`src/rtl/sss_pkg.sv`:
```
package sss_pkg;
   typedef enum logic [2:0] {
      OP_NONE, OP_CFG, OP_PEN, OP_OWR, OP_OPRG, OP_ORD, OP_OANA
   } op_e;

   typedef enum logic [1:0] {PH_CMD, PH_DATA, PH_END} phase_e;

   localparam logic [4:0] CODE_CFG  = 5'b10111;
   localparam logic [4:0] CODE_PEN  = 5'b10000;
   localparam logic [4:0] CODE_OWR  = 5'b11111;
   localparam logic [4:0] CODE_OPRG = 5'b11001;
   localparam logic [4:0] CODE_ORD  = 5'b01111;
   localparam logic [4:0] CODE_OANA = 5'b01001;
endpackage

```
`src/rtl/sss_cmd_decode.sv`:
```
module sss_cmd_decode
   import sss_pkg::*;
#(
   parameter int CMD_W = 5
) (
   input  logic [CMD_W-1:0] cmd,
   input  logic             unlocked,
   output op_e              op,
   output logic             ext,
   output logic             rd
);
   always_comb begin
      ext = (cmd == CODE_OWR) || (cmd == CODE_OPRG) ||
            (cmd == CODE_ORD) || (cmd == CODE_OANA);
      op  = OP_NONE;
      case (cmd)
         CODE_CFG:  op = OP_CFG;
         CODE_PEN:  op = OP_PEN;
         CODE_OWR:  op = unlocked ? OP_OWR  : OP_NONE;
         CODE_OPRG: op = unlocked ? OP_OPRG : OP_NONE;
         CODE_ORD:  op = unlocked ? OP_ORD  : OP_NONE;
         CODE_OANA: op = unlocked ? OP_OANA : OP_NONE;
         default:   op = OP_NONE;
      endcase
      rd = (op == OP_ORD) || (op == OP_OANA);
   end
endmodule

```
`src/rtl/sss_frame_seq.sv`:
```
module sss_frame_seq
   import sss_pkg::*;
#(
   parameter int CMD_W   = 5,
   parameter int NRM_W   = 16,
   parameter int EXT_W   = 46,
   parameter int EXT_CPB = 4
) (
   input  logic             clk,
   input  logic             rst_n,
   input  logic             sel,
   input  logic             sdi,
   input  logic             ext_in,
   output logic [CMD_W-1:0] cmd_word,
   output logic             cmd_last,
   output logic             slot_end,
   output logic             last_slot
);
   localparam int DW    = (EXT_W > NRM_W) ? EXT_W : NRM_W;
   localparam int BW    = $clog2(DW);
   localparam int CCW   = $clog2(CMD_W);
   localparam int SUB_W = (EXT_CPB > 1) ? $clog2(EXT_CPB) : 1;

   phase_e             phase;
   logic [CMD_W-2:0]   csr;
   logic [CCW-1:0]     ccnt;
   logic [BW-1:0]      bcnt;
   logic               ext_q;
   logic               slot_tick;
   logic               in_data;

   assign cmd_word  = {csr, sdi};
   assign in_data   = (phase == PH_DATA);
   assign cmd_last  = sel && (phase == PH_CMD) && (ccnt == CCW'(CMD_W-1));
   assign slot_end  = in_data && (!ext_q || slot_tick);
   assign last_slot = (bcnt == '0);

   generate
      if (EXT_CPB == 1) begin : g_single
         assign slot_tick = 1'b1;
      end else begin : g_multi
         logic [SUB_W-1:0] subq;
         always_ff @(posedge clk or negedge rst_n) begin
            if (!rst_n)
               subq <= '0;
            else if (!sel || !in_data)
               subq <= '0;
            else if (subq == SUB_W'(EXT_CPB-1))
               subq <= '0;
            else
               subq <= subq + 1'b1;
         end
         assign slot_tick = (subq == SUB_W'(EXT_CPB-1));
      end
   endgenerate

   always_ff @(posedge clk or negedge rst_n) begin
      if (!rst_n) begin
         phase <= PH_CMD;
         csr   <= '0;
         ccnt  <= '0;
         bcnt  <= '0;
         ext_q <= 1'b0;
      end else if (!sel) begin
         phase <= PH_CMD;
         csr   <= '0;
         ccnt  <= '0;
         bcnt  <= '0;
         ext_q <= 1'b0;
      end else begin
         case (phase)
            PH_CMD: begin
               csr  <= {csr[CMD_W-3:0], sdi};
               ccnt <= ccnt + 1'b1;
               if (ccnt == CCW'(CMD_W-1)) begin
                  phase <= PH_DATA;
                  ext_q <= ext_in;
                  bcnt  <= ext_in ? BW'(EXT_W-1) : BW'(NRM_W-1);
               end
            end
            PH_DATA: begin
               if (slot_end) begin
                  if (last_slot) phase <= PH_END;
                  else           bcnt  <= bcnt - 1'b1;
               end
            end
            default: ;
         endcase
      end
   end
endmodule

```
`src/rtl/sss_shift_reg.sv`:
```
module sss_shift_reg #(
   parameter int DW = 46
) (
   input  logic          clk,
   input  logic          rst_n,
   input  logic          sel,
   input  logic          load,
   input  logic [DW-1:0] load_val,
   input  logic          shift,
   input  logic          sin,
   output logic [DW-1:0] q
);
   always_ff @(posedge clk or negedge rst_n) begin
      if (!rst_n)     q <= '0;
      else if (!sel)  q <= '0;
      else if (load)  q <= load_val;
      else if (shift) q <= {q[DW-2:0], sin};
   end
endmodule

```
`src/rtl/sss_slave.sv`:
```
module sss_slave
   import sss_pkg::*;
#(
   parameter int CMD_W     = 5,
   parameter int NRM_W     = 16,
   parameter int EXT_W     = 46,
   parameter int EXT_CPB   = 4,
   parameter int SLEEP_BIT = 15,
   parameter int GRST_BIT  = 14,
   parameter int TEST_BIT  = 9,
   parameter int BYP_BIT   = 8
) (
   input  logic             clk,
   input  logic             rst_n,
   input  logic             sel,
   input  logic             sdi,
   output logic             sdo,
   output logic             sdo_oe,
   input  logic [EXT_W-1:0] otp_rdata,
   output logic [EXT_W-1:0] otp_wdata,
   output logic             otp_wr_stb,
   output logic             otp_prog_stb,
   output logic             otp_ana_active,
   output logic             sleep,
   output logic             glob_rst,
   output logic             test_route,
   output logic             buf_bypass,
   output logic             prog_en
);
   generate
      if (CMD_W != 5) begin : g_bad_cmd
         $error("sss_slave: command codes are five bits wide");
      end
      if (EXT_W < NRM_W) begin : g_bad_ext
         $error("sss_slave: long data phase must not be shorter than short one");
      end
      if (EXT_CPB < 1) begin : g_bad_cpb
         $error("sss_slave: clocks per long bit must be at least one");
      end
      if (SLEEP_BIT >= NRM_W || GRST_BIT >= NRM_W ||
          TEST_BIT >= NRM_W || BYP_BIT >= NRM_W) begin : g_bad_bit
         $error("sss_slave: config bit position outside short data word");
      end
   endgenerate

   logic [CMD_W-1:0] cmd_word;
   logic             cmd_last, slot_end, last_slot;
   op_e              op_dec, op_q;
   logic             ext_dec, rd_dec;
   logic             oe_q;
   logic [EXT_W-1:0] sh_q;
   logic [EXT_W-1:0] word;
   logic             commit;

   sss_cmd_decode #(.CMD_W(CMD_W)) u_dec (
      .cmd      (cmd_word),
      .unlocked (prog_en),
      .op       (op_dec),
      .ext      (ext_dec),
      .rd       (rd_dec)
   );

   sss_frame_seq #(
      .CMD_W(CMD_W), .NRM_W(NRM_W), .EXT_W(EXT_W), .EXT_CPB(EXT_CPB)
   ) u_seq (
      .clk       (clk),
      .rst_n     (rst_n),
      .sel       (sel),
      .sdi       (sdi),
      .ext_in    (ext_dec),
      .cmd_word  (cmd_word),
      .cmd_last  (cmd_last),
      .slot_end  (slot_end),
      .last_slot (last_slot)
   );

   sss_shift_reg #(.DW(EXT_W)) u_sh (
      .clk      (clk),
      .rst_n    (rst_n),
      .sel      (sel),
      .load     (cmd_last && rd_dec),
      .load_val (otp_rdata),
      .shift    (slot_end),
      .sin      (oe_q ? 1'b0 : sdi),
      .q        (sh_q)
   );

   // frame-scoped state: cleared whenever chip select is low
   always_ff @(posedge clk or negedge rst_n) begin
      if (!rst_n) begin
         op_q <= OP_NONE;
         oe_q <= 1'b0;
      end else if (!sel) begin
         op_q <= OP_NONE;
         oe_q <= 1'b0;
      end else if (cmd_last) begin
         op_q <= op_dec;
         oe_q <= rd_dec;
      end
   end

   assign word           = {sh_q[EXT_W-2:0], sdi};
   assign commit         = sel && slot_end && last_slot;
   assign sdo_oe         = oe_q && sel;
   assign sdo            = oe_q && sh_q[EXT_W-1];
   assign otp_ana_active = sel && (op_q == OP_OANA);

   // persistent state: survives chip select, cleared only by power-on reset
   always_ff @(posedge clk or negedge rst_n) begin
      if (!rst_n) begin
         sleep        <= 1'b0;
         glob_rst     <= 1'b0;
         test_route   <= 1'b0;
         buf_bypass   <= 1'b0;
         prog_en      <= 1'b0;
         otp_wdata    <= '0;
         otp_wr_stb   <= 1'b0;
         otp_prog_stb <= 1'b0;
      end else begin
         glob_rst     <= 1'b0;
         otp_wr_stb   <= 1'b0;
         otp_prog_stb <= 1'b0;
         if (commit) begin
            case (op_q)
               OP_CFG: begin
                  sleep      <= word[SLEEP_BIT];
                  glob_rst   <= word[GRST_BIT];
                  test_route <= word[TEST_BIT];
                  buf_bypass <= word[BYP_BIT];
               end
               OP_PEN:  prog_en <= 1'b1;
               OP_OWR: begin
                  otp_wdata  <= word;
                  otp_wr_stb <= 1'b1;
               end
               OP_OPRG: begin
                  otp_wdata    <= word;
                  otp_prog_stb <= 1'b1;
               end
               default: ;
            endcase
         end
      end
   end
endmodule

```
`config.mk`:
```
export PLATFORM = sky130hd
export DESIGN_NAME = sss_slave
export DESIGN_NICKNAME = d
export VERILOG_FILES = /design/src/rtl/sss_pkg.sv /design/src/rtl/sss_cmd_decode.sv /design/src/rtl/sss_frame_seq.sv /design/src/rtl/sss_shift_reg.sv /design/src/rtl/sss_slave.sv
export SDC_FILE = /design/constraint.sdc
export NUM_CORES = 1
export LEC_CHECK = 0
export ABC_AREA = 0
export BUFFER_PORTS_ARGS = -buffer_cell sky130_fd_sc_hd__buf_2
export CORE_MARGIN = 2
export CORE_UTILIZATION = 30
export DETAILED_ROUTE_END_ITERATION = 6
export PLACE_DENSITY_LB_ADDON = 0.2
export REMOVE_ABC_BUFFERS = 1
export SLEW_MARGIN = 20
export SYNTH_ARGS = -nofsm -noshare
export SYNTH_HDL_FRONTEND = slang
export SYNTH_SLANG_ARGS = --single-unit
export TNS_END_PERCENT = 20
```
`constraint.sdc`:
```
create_clock -name clk -period 2 [get_ports clk]
set_input_delay 0.4 -clock clk [delete_from_list [all_inputs] [get_ports clk]]
set_output_delay 0.4 -clock clk [all_outputs]
set_load 0.01 [all_outputs]
```
==> results.toml <==
[pwr]
total_power_mw = 6.19
vdd_drop_max_mv = 0.532
p_per_area_nw_per_um2 = 816
power_leakage_nw = 3.50

[routing]
drc = 0
via_count = 4422
wire_per_inst_um = 17.1
first_pass_iters = 4
routed_wl_um = 15500
route.antenna.remaining_nets = 0
drt_iter0_drc = 158
vias_per_cell = 4.88

[clocking]
cts-root-buf = "clkbuf_16"
cts_max_path_buffers = 2
htreeDepth = 4
clkSlewWorstSetupHoldPaths_ns = 0.06
cts_tree = "done"
worstSkewPairLatency_ns = 0.42
cts_made_buffers = 17
clock_sinks = 121

[finish]
final_common_cell = "dfrtp_1"
nNetsFinal = 683
final_util_pct = 39.2
finalNonFillerCells = 907
multi_input_area_um2 = 2690
area_delta_synth_final_pct = 29.5
layout_common_cells = "dfrtp_1 (121), buf_2 (103), nand2_1 (60), o211ai_1 (47), mux2i_1 (47)"
drive_above_1_share_pct = 35.8
regArea_um2 = 3030
fillers = 1898
antenna_cells = 0

[worst_setup_path]
critPathLaunchType = "flip-flop"
crit_required_ns = 2.30
cp_max_fo = 15
arrival_ns = 2.28
path_class = "flip-flop to flip-flop"
end_kind = "flip-flop"

[global_route]
gr-total-overflow = 0
grt_pass1_wl_um = 24100
antenna_found_initial = 0
grt_pass1_vias = 4581
grt_max_degree = 75
grt_util_all_layers_pct = 15.1

[floorplanning]
io_pins = 106
die_y_um = 144
fp.dieArea_um2 = 20700
fp-row-count = 51
die_w_um = 144
initial_utilization_pct = 30.3
core_um2 = 19300

[timing]
setup_viol = 0
relSlewSlack_pct = 68.3
hold_viol = 0
hold_ws_ns = 0.226
skew_ns = 0.0103
rsz0062_at_grt = "true"
finalCriticalPeriod_ns = 1.98
finalCritPeriodShare_pct = 99.0
slew_violations = 0
max_freq_mhz = 505
finalSetupTns_ns = 0
tightest_slew_ns = 0.474

[logic_synthesis]
synth-seq-cells = 121
ys_seq_area_share_pct = 51.7
synthCells = 514
avgSynthCellArea_um2 = 11.4
yosysWarnings = 0
async_flop_share_pct = 100
synthesis.area_um2 = 5860
synth_flop_cell = "dfrtp_1"
synth_edf_count = 0
synth.distinct_cells = 52

[placement]
dp_hpwl_um = 9780
routabilityCongestion = 0.787
dp_cells = 869
io_buffer_count = 105

[worst_hold_path]
holdCritPathClass = "input port to flip-flop"

[flow_run]
maxCapViolCount = 0

[run_status]
status = "finished, final reports clean"
==> where the power goes <==
part | internal (mW) | switching (mW)
Clock | 1.86 | 1.14
Combinational | 0.246 | 0.304
Sequential | 2.55 | 0.0885
Total | 4.65 | 1.54
==> cells in the mapped netlist (3+ instances only) <==
cell type | number | area [um2]
a21boi_0 | 9 | 67.6
and2_1 | 7 | 43.8
and3_1 | 3 | 18.8
buf_2 | 5 | 25.0
buf_4 | 5 | 37.5
buf_6 | 4 | 45.0
clkbuf_1 | 27 | 101
dfrtp_1 | 121 | 3030
ha_1 | 4 | 50.1
inv_1 | 9 | 33.8
mux2_2 | 44 | 495
mux2_4 | 3 | 45.0
mux2i_1 | 48 | 480
nand2_1 | 60 | 225
nand2b_1 | 4 | 25.0
nand3_1 | 5 | 25.0
nor2_1 | 8 | 30.0
nor2b_1 | 5 | 31.3
o211ai_1 | 47 | 353
o21ai_0 | 13 | 65.1
or3_1 | 44 | 275
==> worst max-delay path, cell delays in order, from the launching register on <==
cell	delay [ns]
dfrtp_1	0.37
inv_2	0.08
ha_4	0.14
nor3b_4	0.24
nand4b_4	0.16
a21oi_4	0.18
buf_12	0.15
clkbuf_16	0.19
mux2_2	0.35
==> cells by family (layout without fill, tap and decap cells) <==
kind of cell | count (synthesis) | count (layout) | synth area share, %
AND/OR/NAND/NOR | 151 | 151 | 14.1
flip-flops | 121 | 121 | 51.7
multiplexers | 97 | 97 | 17.8
AO/OA/AOI/OAI | 89 | 89 | 11.1
buffers and inverters | 50 | 178 | 4.14
adder cells (fa/ha/maj) | 4 | 4 | 0.854
XOR/XNOR | 2 | 2 | 0.299
==> path summary, 6_finish.rpt <==
| kind | from | to | slack (ns) | cells after the start |
|---|---|---|---|---|
| max in group asynchronous | rst_n | otp_wdata[21] | 0.88 | 3 |
| worst max-delay path | u_seq.bcnt[1] | otp_wdata[12] | 0.02 | 8 |
| worst min-delay path | otp_rdata[43] | u_sh.q[43] | 0.23 | 3 |
| worst max register to register | u_seq.bcnt[1] | otp_wdata[12] | 0.02 | 8 |
| worst min register to register | u_seq.g_multi.subq[0] | u_seq.g_multi.subq[0] | 0.44 | 1 |
| min in group asynchronous | rst_n | otp_wr_stb | 0.48 | 2 |
==> layout make-up <==
class / count / share of cell area [%]
timing repair buffer: 137 / 12.2
clock buffer: 20 / 5.89
tap: 265 / 4.37
multi-input combinational: 343 / 35.5
clock inverter: 12 / 1.67
inverter: 9 / 0.445
sequential: 121 / 39.9
==> state kept, by name (all words and copies together), names as in the netlist <==
name	count
prog_en	1
test_route	1
glob_rst	1
u_seq.ccnt	3
u_seq.g_multi.subq	2
u_sh.q	46
u_seq.phase	2
otp_wr_stb	1
sleep	1
u_seq.bcnt	6
otp_prog_stb	1
u_seq.csr	4
oe_q	1
u_seq.ext_q	1
otp_wdata	46
buf_bypass	1
op_q	3
==> metrics by stage <==
stage,setup WS (ns),instance area [um2]
3_5_place_dp,-0.0196,6830
5_1_grt,-0.0744,7580
3_3_place_gp,0.0294,6830
6_report,0.0192,7580
4_1_cts,0.0108,7420
2_1_floorplan,-2.70,5650
==> repair_timing <==
action,CTS,global route
resized for setup,2,22
buffers inserted,0,3
hold buffers,1,0
cloned,0,2
hold endpoints to repair,29,0
endpoints found under the setup margin,32,87
pin swaps,0,3
==> per-layer routing <==
layer	part of all wire, %	global-route usage, %	vias up
met2	48	24.5	92
li1	-	-	2087
met3	3.9	4.03	12
met4	0.83	4.70	0
met5	0	0	-
met1	47	19.6	2231
Power figures use the tool's default switching activity.
